`src/rtl/ptimer_pkg.sv`:
```
package ptimer_pkg;
  localparam int SEL_W  = 3;
  localparam int PRE_W  = (1 << SEL_W) - 1;
  localparam int CTL_W  = 8;
  localparam int B_FLAG = 7;
  localparam int B_IEN  = 6;
  localparam int B_STOP = 5;
  localparam int B_MODE = 4;
  localparam int B_CLR  = 3;

  typedef struct packed {
    logic             flag;
    logic             ien;
    logic             stop;
    logic             mode;
    logic [SEL_W-1:0] sel;
  } ctl_t;

  // tick when the low `sel` bits of the prescaler are all ones
  function automatic logic tick_due(input logic [PRE_W-1:0] pre,
                                    input logic [SEL_W-1:0] sel);
    logic [PRE_W-1:0] mask;
    mask = PRE_W'((1 << sel) - 1);
    return (pre & mask) == mask;
  endfunction

  // read image of the control byte; rmw forces the flag to read as set
  function automatic logic [CTL_W-1:0] ctl_read(input ctl_t c, input logic rmw);
    return {c.flag | rmw, c.ien, c.stop, c.mode, 1'b0, c.sel};
  endfunction
endpackage

```
`src/rtl/ptimer_prescale.sv`:
```
module ptimer_prescale
  import ptimer_pkg::*;
(
  input  logic             clk,
  input  logic             rst_n,
  input  logic [SEL_W-1:0] sel,
  output logic             tick
);
  logic [PRE_W-1:0] pre_q;

  always_ff @(posedge clk or negedge rst_n) begin
    if (!rst_n) pre_q <= '0;
    else        pre_q <= pre_q + 1'b1;
  end

  assign tick = tick_due(pre_q, sel);
endmodule

```
`src/rtl/ptimer_ctrl.sv`:
```
module ptimer_ctrl
  import ptimer_pkg::*;
(
  input  logic             clk,
  input  logic             rst_n,
  input  logic             wr,
  input  logic [CTL_W-1:0] wdata,
  input  logic             rmw,
  input  logic             wrap_evt,
  output ctl_t             ctl,
  output logic             sw_clr,
  output logic [CTL_W-1:0] rdata
);
  always_ff @(posedge clk or negedge rst_n) begin
    if (!rst_n) begin
      ctl <= '0;
    end else begin
      if (wr) begin
        ctl.ien  <= wdata[B_IEN];
        ctl.stop <= wdata[B_STOP];
        ctl.mode <= wdata[B_MODE];
        ctl.sel  <= wdata[SEL_W-1:0];
      end
      // a fresh overflow outranks a clearing write
      if (wrap_evt)                 ctl.flag <= 1'b1;
      else if (wr && !wdata[B_FLAG]) ctl.flag <= 1'b0;
    end
  end

  assign sw_clr = wr & wdata[B_CLR];
  assign rdata  = ctl_read(ctl, rmw);
endmodule

```
`src/rtl/ptimer_count.sv`:
```
module ptimer_count #(
  parameter int CNT_W = 16
) (
  input  logic             clk,
  input  logic             rst_n,
  input  logic             tick,
  input  logic             run,
  input  logic             sw_clr,
  input  logic             cmp_clr,
  input  logic             load,
  input  logic [CNT_W-1:0] ld_data,
  output logic [CNT_W-1:0] cnt,
  output logic             wrap_evt
);
  localparam logic [CNT_W-1:0] CNT_TOP = '1;

  logic advance;
  assign advance  = tick & run & ~sw_clr & ~cmp_clr & ~load;
  assign wrap_evt = advance & (cnt == CNT_TOP);

  always_ff @(posedge clk or negedge rst_n) begin
    if (!rst_n)       cnt <= '0;
    else if (sw_clr)  cnt <= '0;
    else if (cmp_clr) cnt <= '0;
    else if (load)    cnt <= ld_data;
    else if (advance) cnt <= cnt + 1'b1;
  end
endmodule

```
`src/rtl/ptimer_top.sv`:
```
module ptimer_top
  import ptimer_pkg::*;
#(
  parameter int CNT_W = 16
) (
  input  logic             clk,
  input  logic             rst_n,
  input  logic             ctl_wr,
  input  logic [CTL_W-1:0] ctl_wdata,
  input  logic             ctl_rmw,
  output logic [CTL_W-1:0] ctl_rdata,
  input  logic             cnt_wr,
  input  logic [CNT_W-1:0] cnt_wdata,
  output logic [CNT_W-1:0] cnt_value,
  input  logic             cmp_match,
  output logic             irq
);
  ctl_t ctl;
  logic tick;
  logic wrap_evt;
  logic sw_clr;
  logic cmp_clr;
  logic load_en;
  logic flag_q;

  assign cmp_clr = ctl.mode & cmp_match;
  assign load_en = cnt_wr & ctl.stop;
  assign flag_q  = ctl.flag;
  assign irq     = ctl.flag & ctl.ien;

  ptimer_prescale u_pre (
    .clk   (clk),
    .rst_n (rst_n),
    .sel   (ctl.sel),
    .tick  (tick)
  );

  ptimer_ctrl u_ctl (
    .clk      (clk),
    .rst_n    (rst_n),
    .wr       (ctl_wr),
    .wdata    (ctl_wdata),
    .rmw      (ctl_rmw),
    .wrap_evt (wrap_evt),
    .ctl      (ctl),
    .sw_clr   (sw_clr),
    .rdata    (ctl_rdata)
  );

  ptimer_count #(.CNT_W(CNT_W)) u_cnt (
    .clk      (clk),
    .rst_n    (rst_n),
    .tick     (tick),
    .run      (~ctl.stop),
    .sw_clr   (sw_clr),
    .cmp_clr  (cmp_clr),
    .load     (load_en),
    .ld_data  (cnt_wdata),
    .cnt      (cnt_value),
    .wrap_evt (wrap_evt)
  );
endmodule

```
`config.mk`:
```
export PLATFORM = sky130hd
export DESIGN_NAME = ptimer_top
export DESIGN_NICKNAME = d
export VERILOG_FILES = /design/src/rtl/ptimer_pkg.sv /design/src/rtl/ptimer_prescale.sv /design/src/rtl/ptimer_ctrl.sv /design/src/rtl/ptimer_count.sv /design/src/rtl/ptimer_top.sv
export SDC_FILE = /design/constraint.sdc
export NUM_CORES = 1
export LEC_CHECK = 0
export BUFFER_PORTS_ARGS = -buffer_cell sky130_fd_sc_hd__buf_2
export CORE_ASPECT_RATIO = 1.2
export CORE_MARGIN = 1
export CORE_UTILIZATION = 41
export CTS_CLUSTER_SIZE = 24
export DETAILED_ROUTE_END_ITERATION = 10
export PLACE_DENSITY = 0.7
export REMOVE_ABC_BUFFERS = 1
export SYNTH_ARGS = -nofsm -noshare
export SYNTH_HDL_FRONTEND = slang
export SYNTH_SLANG_ARGS = --single-unit
```
`constraint.sdc`:
```
create_clock -name clk -period 1.4 [get_ports clk]
set_input_delay 0.07 -clock clk [delete_from_list [all_inputs] [get_ports clk]]
set_output_delay 0.07 -clock clk [all_outputs]
set_load 0.05 [all_outputs]
```
After elaboration in Yosys (flattened, before gate mapping)
Index checks and enable logic that the tools add are counted.
- output and inout bits: 25
- ROM bits: 0
- RAM bits: 0
- input port bits: 30
- bits in latches: 0
- memories kept: 0
- flip-flop bits (word level): 30
- word-level logic and storage cells: 38
- multiplexer cells: 6
- multipliers: 0
- equal/unequal tests: 2
- bitwise gates (word level): 15
- $lt $le $gt $ge: 0
- reductions and logical operators: 4
- div/mod/pow operators: 0
- add/subtract/negate cells: 3
- shifts and indexed selects: 1
- operators by type and width (operator ; number):
    16-bit two-way mux ; 4
    16-bit by 1-bit adder with 16-bit output, second input constant ; 1
    16-bit equality test, second input constant ; 1
    1-bit AND ; 9
    7-bit by 1-bit adder with 7-bit output, second input constant ; 1
    7-bit AND ; 1
    7-bit equality test ; 1
    1-bit by 3-bit << shifter with 7-bit output, first input constant ; 1
    7-bit by 2-bit subtractor with 7-bit output, second input constant ; 1
    1-bit NOT ; 4
    4-bit nonzero test ; 1
    1-bit two-way mux ; 2
    2-bit nonzero test ; 1
    1-bit logical AND ; 1
    1-bit logical NOT ; 1
    1-bit OR ; 1

Longest topological paths before layout
Gate-level depths: netlist of the first run.
- depth in word-level cells: 12
- depth in mapped cells: 7
- depth with buffers taken out: 6

Cells and area by module
A second synthesis of the first run with hierarchy kept.
- cells, all modules: 169
- area, all modules: 1671.6 µm²
- by module, submodules not included (module ; instances ; sequential area each (µm²) ; area each (µm²) ; cells an instance):
    ptimer_count ; 1 ; 400.4 ; 978.4 ; 112
    ptimer_ctrl ; 1 ; 175.2 ; 359.1 ; 26
    ptimer_prescale ; 1 ; 175.2 ; 311.5 ; 27
    ptimer_top ; 1 ; 0.0 ; 22.5 ; 4

Worst setup path after synthesis of the first run
Ideal clock, no wire load.
- path type: register to register
- start point: reg u_cnt.cnt[2]
- end point: reg u_cnt.cnt[15]
- slack: -0.443 ns
- data arrival time: 1.706 ns
- cell stages (with the launch flop): 8
- library setup time: 0.137 ns
- data required time: 1.263 ns
- buffers on the path: 1
- clock period less this slack: 1.843 ns
- cell sequence: dfrtp_1 -> and4_1 -> and3_1 -> buf_4 -> nand3_2 -> nor3_2 -> xnor2_1 -> a21oi_1
- cells in the longest elaborated chain, start to end: 5
- RTL lines (element ; line ; text):
    start, declared ; ptimer_count.sv:12 ; output logic [CNT_W-1:0] cnt,
    start signal, assigned ; ptimer_count.sv:25 ; else if (load) cnt <= ld_data;
    start signal, assigned ; ptimer_count.sv:26 ; else if (advance) cnt <= cnt + 1'b1;
    16-bit by 1-bit adder with 16-bit output ; ptimer_count.sv:26 ;
    16-bit two-way mux ; ptimer_count.sv:26 ;
    16-bit two-way mux ; ptimer_count.sv:25 ;
    16-bit two-way mux ; ptimer_count.sv:24 ; else if (cmp_clr) cnt <= '0;
    16-bit two-way mux ; ptimer_count.sv:23 ; else if (sw_clr) cnt <= '0;
Every way passes these cells. The select of a mux whose other input is x is not followed.
A chain may end at the register's enable or synchronous reset.

Final worst setup path of the first run
- start point: reg u_ctl.ctl[1] (netlist name)
- end point: reg u_cnt.cnt[5]
- cells in the longest elaborated chain, start to end: 9
- RTL lines (element ; line ; text):
    1-bit by 3-bit << shifter with 7-bit output * ; ptimer_pkg.sv:23 ; mask = PRE_W'((1 << sel) - 1);
    7-bit by 2-bit subtractor with 7-bit output * ; ptimer_pkg.sv:23 ;
    7-bit AND ; ptimer_pkg.sv:24 ; return (pre & mask) == mask;
    7-bit equality test * ; ptimer_pkg.sv:24 ;
    1-bit AND * (4 in series) ; ptimer_count.sv:18 ; assign advance = tick & run & ~sw_clr & ~cmp_clr & ~load;
    4-bit nonzero test (no line) * ; - ;
Mark *: on every way between the ends. The rest lies on a longest branch, timed or not.

==> impl_summary.txt, run 1 <==
----------------------------------------------------
[Worst setup path]
  Biggest fanout along the worst timing path ... 5
  Crit-path leading delay family ... simple AND/OR/NAND/NOR gates
  Critical path type ... reg2reg
  Longest individual stage delay on the worst path ... 0.44 ns
  Count of buffer and inverter cells on the critical path ... 0
  CP Capture Type ... flip-flop
  Critical path required time ... 1.56 ns
  Ordered cell list for the critical path ... a2bb2oi_2, a31oi_2, nand4_1, nor3_2, xnor2_1, o21ai_1
  Number of stages on the worst setup path ... 6
  Arrival time of the worst setup path ... 1.81 ns
  Startpoint types ... flip-flop
  Worst r2r src ... u_ctl.ctl[1]
  Worst setup slack for register-to-register paths ... -0.25 ns
  Count of cells along the worst register-to-register path ... 6
  Reg-to-reg critical path endpoint ... u_cnt.cnt[5]
  Slowest-stage cell, CP ... dfrtp_2

[Placement]
  Half-perimeter wire length after placement ... 2900 microns
  Placed cells ... 283
  Worst-case setup slack after placement ... -0.184 ns
  # port buffers ... 53
  Routability Congestion ... 0.814

[STA]
  # setup viols final ... 17
  RSZ-0062 raised after global routing ... yes
  Transition time at the pin with the least slew margin ... 0.664 ns
  Min Tclk post-route ... 1.65 ns
  Largest clock skew in the final design ... 0.00569 ns
  Highest achievable clock rate ... 604 MHz
  Slew Limit Headroom ... 0.557
  Worst-case hold slack ... 0.00208 ns
  Post-route worst setup slack ... -0.255 ns
  Final Max Tran Viols ... 0
  Final Cycle Share ... 1.18
  Final Hold Fails ... 0

[Layout]
  Layout cell share with drive strength beyond 1 ... 0.461
  Area added between synthesis and finish ... 40.1%
  Utilization after layout ... 0.608
  Fill cell count ... 338
  Non-filler instance count after layout ... 293
  Count of antenna diodes in the layout ... 0
  Nets ... 273

[Flow run]
  Count of max-cap constraint violations ... 0

[Hold path]
  Cells on Worst Hold Path ... 3
  End of the worst hold path ... u_cnt.cnt[9]
  Beginning of the worst hold path ... cnt_wdata[9]
  Worst hold path type ... in2reg

[Clock network]
  H-tree depth ... 2
  Insertion delay to the later sink of the worst-skew pair ... 0.28 ns
  Buffer type at the clock tree root ... clkbuf_8
  TritonCTS clock tree ... done
  Clock transition time at the flip-flop clock pins of the worst setup and hold paths ... 0.06 ns
  Number of buffers added by the clock tree synthesis step ... 5
  Setup Fix Bufs, Post-CTS ... 0
  Maximum count of clock buffers along a single path ... 2
  Number of clock sinks ... 30

[Yosys]
  Cell type with the largest total area after synthesis ... dfrtp_1
  Count of mapped cells out of synthesis ... 159
  Total number of yosys warnings ... 0
  Dominant register cell in the synthesized netlist ... dfrtp_1
  Synth top area cells ... dfrtp_1 (47%), xor2_1 (6.6%), o21ai_0 (4.7%)
  Async set or reset register ratio after synthesis ... 1.00
  Post-synth EDFFs ... 0
  Mean area per synthesized cell ... 9.99 sq um
  Total of flip-flops plus latches after synthesis ... 30
  Syn Std Cell Area ... 1590 sq um
  Distinct cell type count after synthesis ... 32
  Library cell with the highest instance count after synthesis ... dfrtp_1
  Share of synthesized area occupied by flip-flops and latches ... 0.472
  Portion of synthesized cell area occupied by the leading cell type ... 0.472
  Leading cell types by count after synthesis ... dfrtp_1 (30), o21ai_0 (15), a21oi_1 (13)

[GRT]
  Maximum number of pins on one net before global-route repair ... 31
  Grt ovf ... 0
  Vias in the first global route ... 1,475
  Initial antenna violation count ... 0
  Combined global-route utilization of all metal layers ... 0.209
  Wire length of the first global-routing pass ... 6490 microns

[Floorplan]
  Die Y-Extent ... 70.2 microns
  Die area ... 4130 sq um
  Initial core utilization ... 0.434
  Die span in x ... 58.8 microns
  Number of primary I/O pins ... 55
  Placement row count ... 24
  Core ar. ... 3660 sq um

[Detailed routing]
  First-iteration detailed-routing DRC count ... 57
  Vias ... 1,461
  Number of vias per cell ... 4.99
  WL/cell ... 13.4 microns
  Antenna Nets Post-Route ... 0
  DRC violations left ... 0
  First-pass iteration count of the detailed router ... 4
  Wire length after detailed routing ... 3920 microns

[Power and ir drop]
  Lkg Pwr ... 1.08 nW
  Worst vdd ir ... 793 uV
  Pwr per Cell Area ... 1060 nW/um^2
  Final total power ... 2.36 mW

[Run status]
  Status ... finished, violations left
  Violated checks ... negative setup slack

----------------------------------------------------
[placed cells by master, fill, tap and decap left out, types with 8 or more instances in the layout]
cell	synthesis	layout
buf_2	0	53
buf_4	8	32
dfrtp_1	30	29
o21ai_0	15	14
xor2_1	12	12
a21oi_1	13	12
nand2_1	11	11
nand3_1	12	10
xnor2_1	8	8
[worst reg2reg max path: cells and delay by family (launching register included)]
family	cells	cell delay (ns)
xor gates and xnor gates	1	0.14
AOI/OAI and AO/OA	3	0.43
and+or+nand+nor	2	0.54
DFF	1	0.44
[state kept, by name (all words and copies together), names as in the netlist]
register     flops
u_ctl.ctl        7
u_pre.pre_q      7
u_cnt.cnt       16
[metrics by stage]
stage               instance area, sq um  TNS [ns]
finish                              2230     -3.22
floorplan                           1500     -5.66
CTS                                 2170     -2.92
detailed placement                  2070     -2.59
global placement                    2070     -1.90
global route                        2230     -4.72
[worst max-delay path by stage]
stage / startpoint / to / slack [ns]
2_1_floorplan: u_cnt.cnt[2] / u_cnt.cnt[15] / -0.45
3_3_place_gp: u_ctl.ctl[1] / u_cnt.cnt[14] / -0.14
3_5_place_dp: u_ctl.ctl[1] / u_cnt.cnt[14] / -0.18
4_1_cts: u_ctl.ctl[1] / u_cnt.cnt[14] / -0.20
5_1_grt: u_ctl.ctl[1] / u_cnt.cnt[15] / -0.36
6_report: u_ctl.ctl[1] / u_cnt.cnt[5] / -0.25
[power breakdown]
part           total, mW  internal, mW  switching, mW  leakage (nW)
logic              0.723         0.241          0.482         0.662
clock network      0.644         0.341          0.303        0.0383
registers          0.996         0.939         0.0572         0.378
[metal layers]
metal	GRT usage	up-vias	routed length, microns
li1	-	722	-
met1	0.250	693	1660
met2	0.361	41	2020
met3	0.0537	5	176
met4	0.0635	0	57
met5	0	-	0
[area by class of cell]
| class | instances | area, sq um | share of cell area |
|---|---|---|---|
| sequential | 30 | 752 | 0.338 |
| tap | 52 | 65.1 | 0.0292 |
| multi-input combinational | 115 | 800 | 0.359 |
| inverter | 2 | 7.51 | 0.00337 |
| timing repair buffer | 87 | 526 | 0.236 |
| clock buffer | 7 | 76.3 | 0.0343 |
[kinds of logic (layout without fill, tap and decap cells)]
kind of cell,after synthesis,in the layout,share of synthesized area
and+or+nand+nor,48,49,0.170
AOI/OAI and AO/OA,36,36,0.121
DFF,30,30,0.472
xor gates and xnor gates,20,20,0.110
buffers and inverters,15,96,0.0591
muxes,7,7,0.0488
adders and majority gates,2,2,0.0157
other,1,1,0.00236
[what timing repair did]
action	CTS	global route
endpoints found under the hold margin	31	0
gates cloned	0	1
gates resized for setup	2	9
endpoints found under the setup margin	17	17
pin swaps	0	9
hold buffers	2	0
No activity file was read; power rests on OpenSTA's default activity.
==> run 2: changes to the inputs <==
--- a/config.mk
+++ b/config.mk
@@ -7,7 +7,7 @@
 export LEC_CHECK = 0
 export BUFFER_PORTS_ARGS = -buffer_cell sky130_fd_sc_hd__buf_2
 export CORE_ASPECT_RATIO = 1.2
-export CORE_MARGIN = 1
+export CORE_MARGIN = 3
 export CORE_UTILIZATION = 41
 export CTS_CLUSTER_SIZE = 24
 export DETAILED_ROUTE_END_ITERATION = 10
==> run 2 against run 1 <==
Against the previous run: the flow still finishes with violations (negative setup slack); first-iteration DRC count rose by 42%; register-to-register slack improved by 0.05 ns; sequential cell count did not move; utilization rose by 0.86 points; cell count rose by 1.4%; global-route usage fell by 2.8 points; sequential share of layout area fell by 0.80 points.
==> impl_summary.txt, run 2 (synthesis gave the netlist of run 1 again) <==
----------------------------------------------------
[Layout]
  Top library cells by usage in the layout, fill and taps aside ... buf_2 (53), buf_4 (33), dfrtp_1 (30)
  Largest reg by FF count ... u_cnt.cnt
  Area added between synthesis and finish ... 43.2%
  Nets ... 277 (+1.5%)
  Layout cell share with drive strength beyond 1 ... 0.461 (+0.000644)
  Most common cell after layout, fill and taps aside ... buf_2
  Count of antenna diodes in the layout ... 0 (unchanged)
  Largest registers in the final layout ... u_cnt.cnt: 16 flops, u_ctl.ctl: 7 flops, u_pre.pre_q: 7 flops
  Number of flip-flops under the largest register name ... 16 (unchanged)

[Detailed routing]
  Wire length after detailed routing ... 3950 microns (+0.77%)
  Number of vias per cell ... 5.03 (+0.81%)
  Antenna Nets Post-Route ... 0 (unchanged)
  DRC violations left ... 0 (unchanged)
  First-pass iteration count of the detailed router ... 4 (unchanged)
  Vias ... 1,493 (+2.2%)
  WL/cell ... 13.3 microns (-0.59%)
  First-iteration detailed-routing DRC count ... 81 (+42%)

[STA]
  Transition time at the pin with the least slew margin ... 0.668 ns (+0.00367 ns)
  Largest clock skew in the final design ... 0.00599 ns (+0.000305 ns)
  # setup viols final ... 17 (unchanged)
  Highest achievable clock rate ... 621 MHz (+2.8%)
  Final Hold Fails ... 0 (unchanged)
  Final Max Tran Viols ... 0 (unchanged)
  Final Cycle Share ... 1.15 (-0.0323)
  Worst-case hold slack ... 0.0240 ns (+0.0219 ns)
  Min Tclk post-route ... 1.61 ns (-0.0452 ns)
  Post-route worst setup slack ... -0.210 ns (+0.0452 ns)
  Slew Limit Headroom ... 0.555 (-0.00245)
  RSZ-0062 raised after global routing ... yes

[Floorplan]
  Die Y-Extent ... 74.2 microns (+5.7%)
  Number of primary I/O pins ... 55 (unchanged)
  Initial core utilization ... 0.430 (-0.00353)
  Die area ... 4660 sq um (+13%)
  Core ar. ... 3690 sq um (+0.82%)
  Die span in x ... 62.8 microns (+6.8%)
  Placement row count ... 24 (unchanged)

[Power and ir drop]
  Pwr per Cell Area ... 1040 nW/um^2 (-2.2%)
  Worst vdd ir ... 700 uV (-12%)
  Internal power contribution ... 1.52 mW (-0.16%)
  Net switching power of the design ... 0.844 mW (+0.28%)
  Sw Share ... 0.357 (+0.00102)
  Clk network pwr share ... 0.268 (-0.004)
  Portion of total power attributed to combinational logic ... 0.311 (+0.005)
  Sequential share of power ... 0.421 (about the same)
  Lkg Pwr ... 1.12 nW (+4.0%)

[Worst setup path]
  Critical path required time ... 1.60 ns (+0.04 ns)
  Worst r2r src ... u_ctl.ctl[2]
  Slowest-stage cell, CP ... dfrtp_1
  Arrival time of the worst setup path ... 1.81 ns (about the same)
  Ordered cell list for the critical path ... a2bb2oi_2, a31oi_2, and4_2, nand3_1, xor2_1, a21oi_1
  Critical path type ... reg2reg
  CP Capture Type ... flip-flop
  Longest individual stage delay on the worst path ... 0.40 ns (-0.04 ns)
  Startpoint types ... flip-flop
  Biggest fanout along the worst timing path ... 6 (+1)
  Worst setup path startpoint ... u_ctl.ctl[2]

[Clock network]
  H-tree depth ... 2 (unchanged)
  Maximum count of clock buffers along a single path ... 2 (unchanged)
  Insertion delay to the later sink of the worst-skew pair ... 0.28 ns (about the same)
  Buffer type at the clock tree root ... clkbuf_8
  Number of clock sinks ... 30 (unchanged)
  Number of buffers added by the clock tree synthesis step ... 5 (unchanged)
  TritonCTS clock tree ... done
  Clock transition time at the flip-flop clock pins of the worst setup and hold paths ... 0.06 ns (about the same)

[GRT]
  Initial antenna violation count ... 0 (unchanged)
  Wire length of the first global-routing pass ... 6580 microns (+1.4%)
  Grt ovf ... 0 (unchanged)
  Combined global-route utilization of all metal layers ... 0.182 (-0.0277)
  Vias in the first global route ... 1,445 (-2.0%)
  Maximum number of pins on one net before global-route repair ... 31 (unchanged)

[Placement]
  Worst-case setup slack after placement ... -0.197 ns (-0.0129 ns)
  Routability Congestion ... 0.811 (-0.44%)
  Half-perimeter wire length after placement ... 2870 microns (-1.2%)
  # port buffers ... 53 (unchanged)

[Run status]
  Status ... finished, violations left
  Violated checks ... negative setup slack

[Hold path]
  Worst hold path type ... in2reg
  Beginning of the worst hold path ... ctl_wdata[4]

[Flow run]
  Count of max-cap constraint violations ... 0 (unchanged)

----------------------------------------------------
-- run 2: final timing paths --
kind / endpoint / slack, ns / cells after the start
max: u_cnt.cnt[12] / -0.21 / 6
min: u_ctl.ctl[3] / 0.02 / 2
max reg2reg: u_cnt.cnt[12] / -0.21 / 6
min reg2reg: u_ctl.ctl[5] / 0.53 / 1
max in group asynchronous: u_ctl.ctl[3] / 0.60 / 2
min in group asynchronous: u_cnt.cnt[8] / 0.36 / 2
-- run 2: power groups by stage --
stage | sequential (mW) | clock [mW] | combinational [mW]
after floorplan | 1.27 | 0 | 0.167
after global placement | 1.01 | 0 | 0.697
after detailed placement | 1.01 | 0 | 0.702
after CTS | 0.994 | 0.651 | 0.738
after global routing | 1.01 | 0.699 | 0.789
final | 0.995 | 0.634 | 0.734
-- run 2: area by class of cell --
class	count	area (sq um)
Fill cell	327	1420
Multi-Input combinational cell	115	811
Sequential cell	30	751
Timing Repair Buffer	91	563
Clock buffer	5	68.8
Tap cell	52	65.1
Clock inverter	2	10.0
Inverter	2	7.51
-- run 2: critical path: cells and delay by family, from the launching register on --
kind | cells | cell delay, ns
and+or+nand+nor | 2 | 0.47
xor gates and xnor gates | 1 | 0.16
DFF | 1 | 0.40
AOI/OAI and AO/OA | 3 | 0.51
-- run 2: layer usage --
layer,up-vias,track usage,routed length [microns]
met2,45,0.320,2040
met3,11,0.0529,211
met4,0,0.0662,78
met5,-,0,0
li1,727,-,-
met1,710,0.214,1620
-- run 2: what timing repair did --
item | in CTS | in global routing
endpoints found under the hold margin | 34 | 0
hold buffers | 5 | 0
buffers inserted | 1 | 0
cloned | 1 | 0
pin swaps | 16 | 6
setup endpoints to repair | 17 | 17
gates resized for setup | 12 | 0
-- run 2: through the flow --
step	instances	instance area, sq um	TNS [ns]	total power, mW	utilization
2_1_floorplan	146	1500	-5.66	1.44	-
4_1_cts	297	2280	-2.69	2.38	0.616
5_1_grt	297	2280	-4.09	2.49	0.616
6_report	297	2280	-2.89	2.36	0.616
3_5_place_dp	283	2070	-2.70	1.71	0.561
3_3_place_gp	283	2070	-1.95	1.70	0.561
==> run 3: changes to the inputs <==
--- a/config.mk
+++ b/config.mk
@@ -12,7 +12,6 @@
 export CTS_CLUSTER_SIZE = 24
 export DETAILED_ROUTE_END_ITERATION = 10
 export PLACE_DENSITY = 0.7
-export REMOVE_ABC_BUFFERS = 1
 export SYNTH_ARGS = -nofsm -noshare
 export SYNTH_HDL_FRONTEND = slang
 export SYNTH_SLANG_ARGS = --single-unit
==> constraint.sdc (replaced) <==
create_clock -name clk -period 1.4 [get_ports clk]
set_input_delay 0.14 -clock clk [delete_from_list [all_inputs] [get_ports clk]]
set_output_delay 0.14 -clock clk [all_outputs]
set_load 0.05 [all_outputs]
==> run 3 against run 2 <==
Against the previous run: the flow still finishes with violations (negative setup slack); global-route usage fell by 0.068 points; routed wire length fell by 3.5%; design area fell by 4.2%; critical path depth did not move.
==> impl_summary.txt, run 3 (synthesis gave the netlist of run 1 again) <==
----------------------------------------------------
[Detailed routing]
  Vias ... 1,417 (-5.1%)
  DRC violations left ... 0 (unchanged)
  Antenna Nets Post-Route ... 0 (unchanged)
  Number of vias per cell ... 4.95 (-1.4%)
  WL/cell ... 13.3 microns (+0.19%)
  Wire length after detailed routing ... 3810 microns (-3.5%)
  First-pass iteration count of the detailed router ... 4 (unchanged)
  First-iteration detailed-routing DRC count ... 44 (-46%)

[Hold path]
  End of the worst hold path ... u_cnt.cnt[5]
  Worst hold path type ... in2reg
  Cells on Worst Hold Path ... 3 (+1)
  Beginning of the worst hold path ... cnt_wdata[5]

[Yosys]
  Number of nets produced by synthesis ... 191

[Floorplan]
  Placement row count ... 24 (unchanged)
  Die area ... 4660 sq um (unchanged)
  Die Y-Extent ... 74.2 microns (unchanged)
  Number of primary I/O pins ... 55 (unchanged)
  Core ar. ... 3690 sq um (unchanged)
  Die span in x ... 62.8 microns (unchanged)
  Initial core utilization ... 0.430 (unchanged)

[Worst setup path]
  CP Capture Type ... flip-flop
  Count of cells along the worst register-to-register path ... 6 (unchanged)
  Critical path type ... reg2reg
  Arrival time of the worst setup path ... 1.74 ns (-0.07 ns)
  Biggest fanout along the worst timing path ... 13 (+7)
  Longest individual stage delay on the worst path ... 0.42 ns (+0.02 ns)
  Slowest-stage cell, CP ... dfrtp_1
  Ordered cell list for the critical path ... a2bb2oi_1, a31oi_1, and4_4, nand4_1, xor2_1, o21ai_1
  Critical path required time ... 1.56 ns (-0.04 ns)
  Reg-to-reg critical path endpoint ... u_cnt.cnt[8]
  Worst setup slack for register-to-register paths ... -0.18 ns (+0.03 ns)
  Worst r2r src ... u_ctl.ctl[1]
  Startpoint types ... flip-flop

[Placement]
  # port buffers ... 53 (unchanged)
  Routability Congestion ... 0.836 (+3.1%)
  Worst-case setup slack after placement ... -0.186 ns (+0.0105 ns)
  Half-perimeter wire length after placement ... 2870 microns (about the same)

[STA]
  Final Hold Fails ... 0 (unchanged)
  Min Tclk post-route ... 1.58 ns (-0.0290 ns)
  Highest achievable clock rate ... 633 MHz (+1.8%)
  Final Cycle Share ... 1.13 (-0.0207)
  Largest clock skew in the final design ... 0.00774 ns (+0.00174 ns)
  Final Max Tran Viols ... 0 (unchanged)
  Worst-case hold slack ... 0.0759 ns (+0.0519 ns)
  # setup viols final ... 17 (unchanged)
  RSZ-0062 raised after global routing ... yes
  Post-route worst setup slack ... -0.181 ns (+0.0290 ns)

[Clock network]
  Number of buffers added by the clock tree synthesis step ... 5 (unchanged)
  TritonCTS clock tree ... done
  Clock transition time at the flip-flop clock pins of the worst setup and hold paths ... 0.06 ns (about the same)
  Buffer type at the clock tree root ... clkbuf_8
  Maximum count of clock buffers along a single path ... 2 (unchanged)
  Insertion delay to the later sink of the worst-skew pair ... 0.28 ns (about the same)
  Number of clock sinks ... 30 (unchanged)
  H-tree depth ... 2 (unchanged)
  Setup Fix Bufs, Post-CTS ... 0 (-1)

[GRT]
  Combined global-route utilization of all metal layers ... 0.181 (-0.000685)
  Grt ovf ... 0 (unchanged)
  Maximum number of pins on one net before global-route repair ... 31 (unchanged)
  Wire length of the first global-routing pass ... 6510 microns (-1.0%)
  Initial antenna violation count ... 0 (unchanged)
  Vias in the first global route ... 1,449 (+0.28%)

[Layout]
  Largest registers in the final layout ... u_cnt.cnt: 16 flops, u_ctl.ctl: 7 flops, u_pre.pre_q: 7 flops
  Number of flip-flops under the largest register name ... 16 (unchanged)
  Most common cell after layout, fill and taps aside ... buf_2
  Nets ... 265 (-4.3%)
  Area added between synthesis and finish ... 37.2%
  Top library cells by usage in the layout, fill and taps aside ... buf_2 (53), buf_4 (25), dfrtp_1 (21)
  Largest reg by FF count ... u_cnt.cnt
  Utilization after layout ... 0.590 (-0.0257)
  Layout cell share with drive strength beyond 1 ... 0.470 (+0.00886)
  Count of antenna diodes in the layout ... 0 (unchanged)

[Power and ir drop]
  Final total power ... 2.43 mW (+2.6%)
  Pwr per Cell Area ... 1110 nW/um^2 (+7.1%)
  Worst vdd ir ... 820 uV (+17%)
  Lkg Pwr ... 1.05 nW (-6.5%)

[Flow run]
  Count of max-cap constraint violations ... 0 (unchanged)

[Run status]
  Status ... finished, violations left
  Violated checks ... negative setup slack

----------------------------------------------------
[run 3: cell count changes in the layout (fill, tap and decap cells not counted), moves of 2 or more]
cell	before	now
dlygate4sd3_1	5	1
dfrtp_2	0	9
buf_4	33	25
dfrtp_1	30	21
o21ai_1	3	5
[run 3: how the worst max path moves through the flow]
| stage | start | end | slack, ns |
|---|---|---|---|
| after detailed placement | u_ctl.ctl[1] | u_cnt.cnt[4] | -0.19 |
| after floorplan | u_cnt.cnt[3] | u_cnt.cnt[12] | -0.24 |
| after global routing | u_ctl.ctl[1] | u_cnt.cnt[11] | -0.29 |
| final | u_ctl.ctl[1] | u_cnt.cnt[8] | -0.18 |
| after global placement | u_ctl.ctl[1] | u_cnt.cnt[5] | -0.13 |
| after CTS | u_ctl.ctl[1] | u_cnt.cnt[8] | -0.17 |
[run 3: worst max-delay path: cells and delay by family, from the launching register on]
family	cells	cell delay, ns
xor gates and xnor gates	1	0.17
DFF	1	0.42
and+or+nand+nor	2	0.50
AOI/OAI and AO/OA	3	0.39
[run 3: cell type report]
class                      instances  area, sq um
multi-input combinational        114          772
fill                             342         1510
sequential                        30          762
clock buffer                       7         86.3
clock inverter                     1         5.00
timing repair buffer              80          483
inverter                           2         7.51
tap                               52         65.1
[run 3: metrics by stage]
stage / instances / area (sq um) / TNS [ns]
final: 286 / 2180 / -2.48
after detailed placement: 277 / 2070 / -2.59
after floorplan: 159 / 1630 / -1.83
after global placement: 277 / 2070 / -1.74
after CTS: 286 / 2180 / -2.35
after global routing: 286 / 2180 / -4.12
[run 3: where the power goes]
part | internal, mW | total, mW | switching [mW]
Clock | 0.396 | 0.718 | 0.322
Combinational | 0.236 | 0.705 | 0.469
Sequential | 0.943 | 1.00 | 0.0584
Total | 1.58 | 2.43 | 0.850
[run 3: per-layer routing]
| layer | vias to the layer above | part of all wire | GRT usage | routed length [microns] |
|---|---|---|---|---|
| met4 | 0 | 0.014 | 0.0760 | 52 |
| met3 | 6 | 0.058 | 0.0529 | 221 |
| li1 | 702 | - | - | - |
| met1 | 665 | 0.42 | 0.193 | 1590 |
| met5 | - | 0 | 0 | 0 |
| met2 | 44 | 0.51 | 0.338 | 1940 |
[run 3: timing repair]
action | in CTS | in global routing
endpoints found under the setup margin | 17 | 17
hold buffers | 1 | 0
pin swaps | 7 | 0
gates resized for setup | 1 | 0
endpoints found under the hold margin | 30 | 0
